===== src/rtl/rs_pkg.sv =====
package rs_pkg;

  // Life cycle of one station entry
  typedef enum logic [1:0] {
    SLOT_FREE = 2'd0,
    SLOT_WAIT = 2'd1,
    SLOT_EXEC = 2'd2
  } slot_state_e;

endpackage


===== src/rtl/rs_pick.sv =====
// Lowest-index one-hot priority picker
module rs_pick #(
  parameter int N = 3
) (
  input  logic [N-1:0] req_i,
  output logic [N-1:0] gnt_o,
  output logic         any_o
);

  logic found;

  always_comb begin
    gnt_o = '0;
    found = 1'b0;
    for (int i = 0; i < N; i++) begin
      if (req_i[i] && !found) begin
        gnt_o[i] = 1'b1;
        found    = 1'b1;
      end
    end
  end

  assign any_o = |req_i;

endmodule


===== src/rtl/rs_entry.sv =====
// One reservation entry: holds op, two operands and their producer tags
module rs_entry
  import rs_pkg::*;
#(
  parameter int DATA_W   = 16,
  parameter int OP_W     = 3,
  parameter int TAG_W    = 3,
  parameter int SELF_TAG = 1
) (
  input  logic              clk_i,
  input  logic              rst_ni,
  input  logic              alloc_i,
  input  logic [OP_W-1:0]   op_i,
  input  logic [TAG_W-1:0]  a_tag_i,
  input  logic [DATA_W-1:0] a_val_i,
  input  logic [TAG_W-1:0]  b_tag_i,
  input  logic [DATA_W-1:0] b_val_i,
  input  logic              bc_valid_i,
  input  logic [TAG_W-1:0]  bc_tag_i,
  input  logic [DATA_W-1:0] bc_val_i,
  input  logic              grant_i,
  output logic              free_o,
  output logic              ready_o,
  output logic [OP_W-1:0]   op_o,
  output logic [DATA_W-1:0] a_o,
  output logic [DATA_W-1:0] b_o
);

  slot_state_e       st_q, st_d;
  logic [OP_W-1:0]   op_q, op_d;
  logic [DATA_W-1:0] a_q, a_d, b_q, b_d;
  logic [TAG_W-1:0]  qa_q, qa_d, qb_q, qb_d;
  logic              iss_hit_a, iss_hit_b, wake_a, wake_b, own_done, pay_en;

  // tag zero never matches: a completed source is never overwritten
  assign iss_hit_a = bc_valid_i && (a_tag_i != '0) && (bc_tag_i == a_tag_i);
  assign iss_hit_b = bc_valid_i && (b_tag_i != '0) && (bc_tag_i == b_tag_i);
  assign wake_a    = bc_valid_i && (qa_q != '0) && (bc_tag_i == qa_q);
  assign wake_b    = bc_valid_i && (qb_q != '0) && (bc_tag_i == qb_q);
  assign own_done  = bc_valid_i && (bc_tag_i == TAG_W'(SELF_TAG));

  assign pay_en = ((st_q == SLOT_FREE) && alloc_i) ||
                  ((st_q == SLOT_WAIT) && (wake_a || wake_b));

  always_comb begin
    st_d = st_q;
    op_d = op_q;
    a_d  = a_q;
    b_d  = b_q;
    qa_d = qa_q;
    qb_d = qb_q;
    unique case (st_q)
      SLOT_FREE: begin
        if (alloc_i) begin
          st_d = SLOT_WAIT;
          op_d = op_i;
          a_d  = iss_hit_a ? bc_val_i : a_val_i;
          qa_d = iss_hit_a ? '0 : a_tag_i;
          b_d  = iss_hit_b ? bc_val_i : b_val_i;
          qb_d = iss_hit_b ? '0 : b_tag_i;
        end
      end
      SLOT_WAIT: begin
        if (wake_a) begin
          a_d  = bc_val_i;
          qa_d = '0;
        end
        if (wake_b) begin
          b_d  = bc_val_i;
          qb_d = '0;
        end
        if (grant_i) st_d = SLOT_EXEC;
      end
      SLOT_EXEC: begin
        if (own_done) st_d = SLOT_FREE;
      end
      default: st_d = SLOT_FREE;
    endcase
  end

  always_ff @(posedge clk_i or negedge rst_ni) begin
    if (!rst_ni) begin
      st_q <= SLOT_FREE;
    end else begin
      st_q <= st_d;
    end
  end

  always_ff @(posedge clk_i or negedge rst_ni) begin
    if (!rst_ni) begin
      op_q <= '0;
      a_q  <= '0;
      b_q  <= '0;
      qa_q <= '0;
      qb_q <= '0;
    end else if (pay_en) begin
      op_q <= op_d;
      a_q  <= a_d;
      b_q  <= b_d;
      qa_q <= qa_d;
      qb_q <= qb_d;
    end
  end

  assign free_o  = (st_q == SLOT_FREE);
  assign ready_o = (st_q == SLOT_WAIT) && (qa_q == '0) && (qb_q == '0);
  assign op_o    = op_q;
  assign a_o     = a_q;
  assign b_o     = b_q;

endmodule


===== src/rtl/rs_pool.sv =====
// Pool of reservation entries for one functional-unit class
module rs_pool #(
  parameter int ENTRIES   = 3,
  parameter int DATA_W    = 16,
  parameter int OP_W      = 3,
  parameter int TAG_W     = 3,
  parameter int FIRST_TAG = 1
) (
  input  logic              clk_i,
  input  logic              rst_ni,
  input  logic              iss_valid_i,
  input  logic [OP_W-1:0]   iss_op_i,
  input  logic [TAG_W-1:0]  iss_a_tag_i,
  input  logic [DATA_W-1:0] iss_a_val_i,
  input  logic [TAG_W-1:0]  iss_b_tag_i,
  input  logic [DATA_W-1:0] iss_b_val_i,
  output logic              iss_ready_o,
  input  logic              bc_valid_i,
  input  logic [TAG_W-1:0]  bc_tag_i,
  input  logic [DATA_W-1:0] bc_val_i,
  output logic              dsp_valid_o,
  output logic [OP_W-1:0]   dsp_op_o,
  output logic [DATA_W-1:0] dsp_a_o,
  output logic [DATA_W-1:0] dsp_b_o,
  output logic [TAG_W-1:0]  dsp_tag_o,
  input  logic              dsp_grant_i
);

  localparam int IDX_W = (ENTRIES > 1) ? $clog2(ENTRIES) : 1;

  logic [ENTRIES-1:0] free_v, ready_v, busy_v;
  logic [ENTRIES-1:0] alloc_pick, alloc_oh, dsp_oh, grant_oh;
  logic [OP_W-1:0]    op_arr [ENTRIES];
  logic [DATA_W-1:0]  a_arr  [ENTRIES];
  logic [DATA_W-1:0]  b_arr  [ENTRIES];
  logic [IDX_W-1:0]   dsp_idx;

  rs_pick #(.N(ENTRIES)) u_alloc_pick (
    .req_i (free_v),
    .gnt_o (alloc_pick),
    .any_o (iss_ready_o)
  );

  rs_pick #(.N(ENTRIES)) u_dsp_pick (
    .req_i (ready_v),
    .gnt_o (dsp_oh),
    .any_o (dsp_valid_o)
  );

  assign alloc_oh = alloc_pick & {ENTRIES{iss_valid_i}};
  assign grant_oh = dsp_oh & {ENTRIES{dsp_grant_i}};
  assign busy_v   = ~free_v;

  for (genvar g = 0; g < ENTRIES; g++) begin : g_slot
    rs_entry #(
      .DATA_W   (DATA_W),
      .OP_W     (OP_W),
      .TAG_W    (TAG_W),
      .SELF_TAG (FIRST_TAG + g)
    ) u_slot (
      .clk_i      (clk_i),
      .rst_ni     (rst_ni),
      .alloc_i    (alloc_oh[g]),
      .op_i       (iss_op_i),
      .a_tag_i    (iss_a_tag_i),
      .a_val_i    (iss_a_val_i),
      .b_tag_i    (iss_b_tag_i),
      .b_val_i    (iss_b_val_i),
      .bc_valid_i (bc_valid_i),
      .bc_tag_i   (bc_tag_i),
      .bc_val_i   (bc_val_i),
      .grant_i    (grant_oh[g]),
      .free_o     (free_v[g]),
      .ready_o    (ready_v[g]),
      .op_o       (op_arr[g]),
      .a_o        (a_arr[g]),
      .b_o        (b_arr[g])
    );
  end

  // AND-OR mux driven by the one-hot dispatch pick
  always_comb begin
    dsp_op_o = '0;
    dsp_a_o  = '0;
    dsp_b_o  = '0;
    dsp_idx  = '0;
    for (int i = 0; i < ENTRIES; i++) begin
      dsp_op_o = dsp_op_o | (op_arr[i] & {OP_W{dsp_oh[i]}});
      dsp_a_o  = dsp_a_o  | (a_arr[i]  & {DATA_W{dsp_oh[i]}});
      dsp_b_o  = dsp_b_o  | (b_arr[i]  & {DATA_W{dsp_oh[i]}});
      dsp_idx  = dsp_idx  | (IDX_W'(i) & {IDX_W{dsp_oh[i]}});
    end
  end

  assign dsp_tag_o = TAG_W'(FIRST_TAG) + TAG_W'(dsp_idx);

endmodule


===== config.mk =====
export PLATFORM = sky130hd
export DESIGN_NAME = rs_pool
export DESIGN_NICKNAME = d
export VERILOG_FILES = /design/src/rtl/rs_pkg.sv /design/src/rtl/rs_pick.sv /design/src/rtl/rs_entry.sv /design/src/rtl/rs_pool.sv
export SDC_FILE = /design/constraint.sdc
export NUM_CORES = 1
export LEC_CHECK = 0
export BUFFER_PORTS_ARGS = -buffer_cell sky130_fd_sc_hd__buf_2
export CAP_MARGIN = 20
export CORE_ASPECT_RATIO = 1.75
export CORE_MARGIN = 4
export CORE_UTILIZATION = 53
export DETAILED_ROUTE_END_ITERATION = 7
export PLACE_DENSITY_LB_ADDON = 0.15
export SYNTH_ARGS = -nofsm -noshare
export SYNTH_HDL_FRONTEND = slang
export SYNTH_SLANG_ARGS = --single-unit

===== constraint.sdc =====
create_clock -name clk_i -period 1.95 [get_ports clk_i]
set_input_delay 0.2925 -clock clk_i [delete_from_list [all_inputs] [get_ports clk_i]]
set_output_delay 0.2925 -clock clk_i [all_outputs]
set_load 0.1 [all_outputs]

## Yosys cells after proc, flatten, opt, wreduce, memory -nomap -nowiden

Index checks and enable logic that the tools add are counted.

- Bits in registers: 129
- Input port bits: 65
- Output and inout bits: 40
- Logic and storage cells: 208

- Equal/unequal tests: 32
- Multiplexer cells: 60
- Reduce and logical (&&, ||, !) cells: 79
- Bitwise logic cells: 18
- Add/sub/neg operators: 1

Operator list:

| kind | count |
|---|---|
| 2-to-1 mux 16 bit | 14 |
| case mux 16 bit (2 select lines) | 6 |
| bitwise AND 16 bit | 6 |
| bitwise OR 16 bit | 4 |
| 2-to-1 mux 3 bit | 14 |
| case mux 3 bit (2 select lines) | 6 |
| logical AND 1 bit | 35 |
| == test 3 bit | 8 |
| AND reduction 4 bit | 6 |
| nonzero test 3 bit | 8 |
| logical NOT 3 bit | 6 |
| 2-to-1 mux 2 bit | 9 |
| inequality test 2 x 1 -> 1 bit, second input constant | 9 |
| case mux 2 bit (3 select lines) | 3 |
| AND reduction 3 bit | 6 |
| bitwise AND 3 bit | 5 |
| inequality test 2 bit, second input constant | 6 |
| 2-to-1 mux 1 bit | 8 |
| == test 2 x 1 -> 1 bit, second input constant | 3 |
| == test 2 bit, second input constant | 3 |
| == test 3 x 2 -> 1 bit, second input constant | 2 |
| logical NOT 2 bit | 3 |
| logical OR 1 bit | 6 |
| bitwise OR 3 bit | 2 |
| other kinds (6) | 12 |

## Depth between registers and ports, before layout

- Depth in word-level cells: 13
- Depth in mapped cells: 8
- Mapped depth without buffers: 4

## Modules after synthesis

A second synthesis with hierarchy kept.

- Cell total of the unflattened synthesis: 893
- Area total of the unflattened synthesis: 8235.4 µm²

Modules (own cells, without submodules):

| module | cells an instance | instances | area each (µm²) | seq. area each (µm²) |
|---|---|---|---|---|
| rs_entry at g_slot[1].u_slot | 269 | 1 | 2626.3 | 1076.0 |
| rs_entry at g_slot[2].u_slot | 263 | 1 | 2454.9 | 1076.0 |
| rs_entry at g_slot[0].u_slot | 263 | 1 | 2453.6 | 1076.0 |
| rs_pool | 90 | 1 | 645.6 | 0.0 |
| rs_pick | 4 | 2 | 27.5 | 0.0 |

## Worst setup path after synthesis

No wires, ideal clock.

- Path kind: register to output
- Start: register g_slot[2].u_slot.st_q[0]
- End: output iss_ready_o
- Data required time: 1.657 ns
- Path slack: -0.874 ns
- Arrival: 2.532 ns
- Path buffers: 0
- Cell stages (with the launch flop): 2
- Cell sequence: dfrtp_1 > o21ai_0

- Cells in the longest elaborated chain, start to end: 2

RTL lines:

| what | line | text |
|---|---|---|
| start: declaration | rs_entry.sv:29 | `slot_state_e st_q, st_d;` |
| start signal: assignment | rs_entry.sv:85 | `st_q <= st_d;` |
| logical NOT 2 bit | rs_entry.sv:105 | `assign free_o = (st_q == SLOT_FREE);` |
| OR reduction 3 bit | rs_pick.sv:23 | `assign any_o = \|req_i;` |
| end: declaration | rs_pool.sv:17 | `output logic iss_ready_o,` |

No other way between the ends.

## Final worst setup path

- Start: register g_slot[1].u_slot.qa_q[2]
- End: output dsp_a_o[14]

- Cells in the longest elaborated chain, start to end: 10
- Elaborated cells between the ends (all ways): 13
- Classes of those cells: 3 x mux; 4 x bitwise; 6 x reduce/logical

RTL lines:

| what | line | text |
|---|---|---|
| start: declaration | rs_entry.sv:32 | `logic [TAG_W-1:0] qa_q, qa_d, qb_q, qb_d;` |
| start signal: assignment | rs_entry.sv:100 | `qa_q <= qa_d;` |
| logical NOT 3 bit (*) | rs_entry.sv:106 | `assign ready_o = (st_q == SLOT_WAIT) && (qa_q == '0) && (qb_q == '0);` |
| logical AND 1 bit (*) (2 in a row) | rs_entry.sv:106 |  |
| logical AND 1 bit (*) | rs_pick.sv:16 | `if (req_i[i] && !found) begin` |
| 2-to-1 mux 1 bit | rs_pick.sv:16 |  |
| logical NOT 1 bit | rs_pick.sv:16 |  |
| logical AND 1 bit | rs_pick.sv:16 |  |
| 2-to-1 mux 1 bit | rs_pick.sv:16 |  |
| bitwise AND 16 bit | rs_pool.sv:89 | `dsp_a_o = dsp_a_o \| (a_arr[i] & {DATA_W{dsp_oh[i]}});` |
| bitwise OR 16 bit (*) | rs_pool.sv:89 |  |
| end: declaration | rs_pool.sv:23 | `output logic [DATA_W-1:0] dsp_a_o,` |

Every way passes the cells marked *; elsewhere a longest branch is shown, timed or not.

==> impl_results.rst <==
.. list-table::
   :header-rows: 1

   * - Metric
     - Value
   * - Status
     - finished, violations left
   * - Violated checks
     - setup timing
   * - Cell occurring most often along the worst timing path
     - buf_12
   * - Startpoint types
     - flip-flop
   * - CTS tree
     - done
   * - Number of flops mapped to enable cells by yosys
     - 0
   * - IR drop worst, VDD
     - 0.00161 V
   * - Internal power
     - 12500 uW
   * - Number of antenna violations at the first check in global routing
     - 0
   * - Seq/Total Area, Yosys
     - 0.385
   * - Cell at the root of the clock tree
     - clkbuf_16
   * - Final cell utilization of the core
     - 0.754
   * - Global-route wire length before repair
     - 53.2 mm
   * - Maximum number of pins on one net before global-route repair
     - 53
   * - Clock power frac
     - 0.132
   * - Worst max-slew margin expressed relative to the limit
     - 0.564
   * - Setup Total Neg Slack
     - -25.48 ns
   * - Half-perimeter wire length after placement
     - 21.7 mm
   * - Clock latency at the later pin of the worst-skew pair
     - 0.42 ns
   * - Most common flop cell mapped by yosys
     - dfrtp_1
   * - Critical path class
     - flip-flop to output port
   * - Stage delay of the slowest cell on the critical path
     - 0.42 ns
   * - Largest area contributor in the synthesized netlist
     - dfrtp_1
   * - DRC
     - 0
   * - Core Footprint
     - 0.0155 sq mm
   * - Remaining global-route overflow
     - 0
   * - Global routing usage summed across all routing layers
     - 0.380
   * - Type of element capturing the critical path
     - output port
   * - Ratio of total power to cell area
     - 2110 mW/mm^2
   * - Final number of hold-violating endpoints
     - 0
   * - Fraction of power spent switching nets
     - 0.493
   * - Io pins
     - 105
   * - Proportion of netlist area held by the largest area contributor
     - 0.385
   * - Synthesis-stage register bit count
     - 129
   * - Final weighted congestion in routability-driven placement
     - 0.943
   * - Number of nets still failing antenna checks after routing
     - 0
   * - Port buffer count
     - 104
   * - Inserted Clock Buffers
     - 17
   * - Number of iterations in the first detailed-routing pass
     - 8
   * - Unrepaired setup endpoints after global routing
     - yes
   * - WL final
     - 34.3 mm
   * - # diodes
     - 0
   * - Vias
     - 9334
   * - Cell types occupying the most area after synthesis
     - dfrtp_1 38%, o211ai_1 9.3%, a211oi_1 8.8%
   * - Synthesized area
     - 0.00839 sq mm
   * - Final setup viols
     - 39
   * - Avg Inst Size Synth
     - 9.44 sq um
   * - Relative contribution of sequential cells to total power
     - 0.206
   * - Buf/Inv on CP
     - 2
   * - Cells traversed along the worst timing path
     - nor4_2, nand3_2, nor3b_4, buf_12, a221o_4, buf_12
   * - Leak
     - 0.00453 uW
   * - Number of nets in the layout
     - 1087
   * - Worst EP arrival
     - 2.35 ns
   * - Width of the die
     - 103 microns
   * - Average wire per cell in the routed design
     - 28.1 microns
   * - Worst-Margin Slew
     - 0.654 ns
   * - Crit-path slowest cell
     - dfrtp_1
   * - Clock-pin slew on the worst setup and hold paths
     - 0.06 ns
   * - Reported net switching power
     - 12100 uW
   * - Area grow syn2layout
     - 39.0%
   * - DR vias/cell
     - 7.65
   * - Largest clock skew in the final design
     - 0.00898 ns
   * - Type of the tightest min-delay check
     - primary input to flip-flop
   * - Share of flip-flops with an asynchronous set or reset after synthesis
     - 1.00
   * - Initial core utilization
     - 0.543
   * - Gate Count Post-Synth
     - 889
   * - Die boundary height
     - 174 microns
   * - Kind of cell adding the most delay to the critical path
     - simple AND/OR/NAND/NOR gates
   * - Max H-tree Level
     - 4
   * - Net count of the mapped netlist
     - 955
   * - Worst EP required
     - 1.66 ns
   * - Share of final-layout standard cells stronger than drive strength 1
     - 0.334
   * - Maximum clock frequency
     - 378 MHz
   * - Minimum clock period
     - 2.65 ns
   * - Maximum fanout count along the critical path
     - 11
   * - CTS max path bufs
     - 2
   * - Comb power frac
     - 0.662
   * - Max Cap Viol
     - 0
   * - Crit path setup slack, layout
     - -0.696 ns
   * - Max Slew Vio Count
     - 0
   * - Synthesis warning total
     - 0
   * - First-iteration detailed-routing DRC count
     - 1028
   * - Die outline area
     - 0.0180 sq mm
   * - Library cells used by synthesis
     - 50
   * - Period utilization
     - 1.36
   * - Number of global-route vias before repair
     - 9787
   * - Number of placement rows
     - 60
   * - Sink Count
     - 129
-- Yosys cell counts (3+ instances only) --
cell      count
a211oi_1     98
a21o_1        6
a221o_1      35
a31oi_1      96
a32o_1        4
buf_1         5
buf_2        37
buf_4         5
clkbuf_1     78
dfrtp_1     129
inv_1        16
mux2_2        6
mux2i_1       8
nand2_1      23
nand2b_1      7
nand3_1       4
nand3b_1      4
nor2_1       12
nor2b_1       3
nor3_1        3
nor3_2        6
nor3b_1      36
o211ai_1    104
o21ai_0       5
o21ai_1       6
o22ai_1       6
o31ai_1      96
or2_2         4
xor2_1       18
-- worst paths after layout --
check / startpoint / cells after the start / slack, ns / endpoint
worst min-delay path: iss_op_i[0] / 3 / 0.09 / g_slot[0].u_slot.op_o[0]
worst min register to register: g_slot[1].u_slot.op_o[2] / 1 / 0.51 / g_slot[1].u_slot.op_o[2]
worst max-delay path: g_slot[1].u_slot.qa_q[2] / 6 / -0.70 / dsp_a_o[14]
worst max register to register: g_slot[0].u_slot.qb_q[0] / 7 / 0.06 / g_slot[0].u_slot.qb_q[2]
max in group asynchronous: rst_ni / 3 / 0.83 / g_slot[2].u_slot.qa_q[1]
min in group asynchronous: rst_ni / 2 / 0.41 / g_slot[0].u_slot.a_o[2]
-- placed cells by master (no fill, tap or decap), drive strengths merged, types with 18 or more instances in the layout --
master,instances
a211oi,98
a221o,35
a31oi,96
buf,237
clkbuf,21
dfrtp,129
nand2,23
nor3b,37
o211ai,104
o31ai,96
xor2,18
-- cell families (layout without fill, tap and decap cells) --
logic type               count (synthesis)  count (layout)  share of synthesized area
AO/OA/AOI/OAI                          467             467                      0.416
adder cells (fa/ha/maj)                  1               1                    0.00149
buffers and inverters                  143             288                     0.0735
XOR/XNOR                                18              18                     0.0188
multiplexers                            14              14                     0.0176
flip-flops                             129             129                      0.385
AND/OR/NAND/NOR                        117             117                     0.0881
-- repair_timing --
action                     CTS  global route
setup endpoints to repair   40            43
hold buffers                 1             0
pin swaps                    5             3
setup buffers                5             2
hold endpoints to repair    39             0
resized for setup          146             8
gates cloned                 2             1
-- cell type report --
| type | count | area [sq um] |
|---|---|---|
| Multi-Input combinational cell | 617 | 5050 |
| Fill cell | 1061 | 3800 |
| Sequential cell | 129 | 3230 |
| Timing Repair Buffer | 240 | 2500 |
| Clock buffer | 20 | 467 |
| Tap cell | 186 | 233 |
| Clock inverter | 12 | 133 |
| Inverter | 16 | 60.1 |
-- per-layer routing --
metal	up-vias	GRT usage	share of wire
met3	232	0.0871	0.11
met2	805	0.617	0.49
met4	0	0.220	0.062
met5	-	0	0
li1	3886	-	-
met1	4411	0.449	0.34
-- sequential cells by signal, indices dropped and copies added, names as in the netlist --
name,flops
g_slot.u_slot.st_q,6
g_slot.u_slot.qb_q,9
g_slot.u_slot.op_o,9
g_slot.u_slot.qa_q,9
g_slot.u_slot.b_o,48
g_slot.u_slot.a_o,48
-- power by group through the flow --
stage               Sequential, uW  Clock (uW)  Combinational (uW)
floorplan                     4770           0               10100
global placement              4960           0               13500
detailed placement            5040           0               13700
CTS                           5010        3240               15800
global route                  5190        3370               16900
finish                        5060        3240               16300
-- tightest hold or removal path: stages --
cell and delay, ns:
buf_2 0.09, nand2_1 0.04, nand2_1 0.05
-- through the flow --
stage / hold WS, ns / cell area (sq um) / total power [uW] / std cells / setup slack [ns]
2_1_floorplan: -0.00309 / 8870 / 14900 / 889 / -0.280
3_3_place_gp: 0.339 / 10300 / 18400 / 1177 / -0.469
3_5_place_dp: 0.348 / 10300 / 18800 / 1177 / -0.461
4_1_cts: 0.0860 / 11600 / 24000 / 1217 / -0.671
5_1_grt: 0.114 / 11700 / 25400 / 1220 / -0.732
6_report: 0.0854 / 11700 / 24600 / 1220 / -0.696
Note: power is estimated with default switching activity, not from simulation.
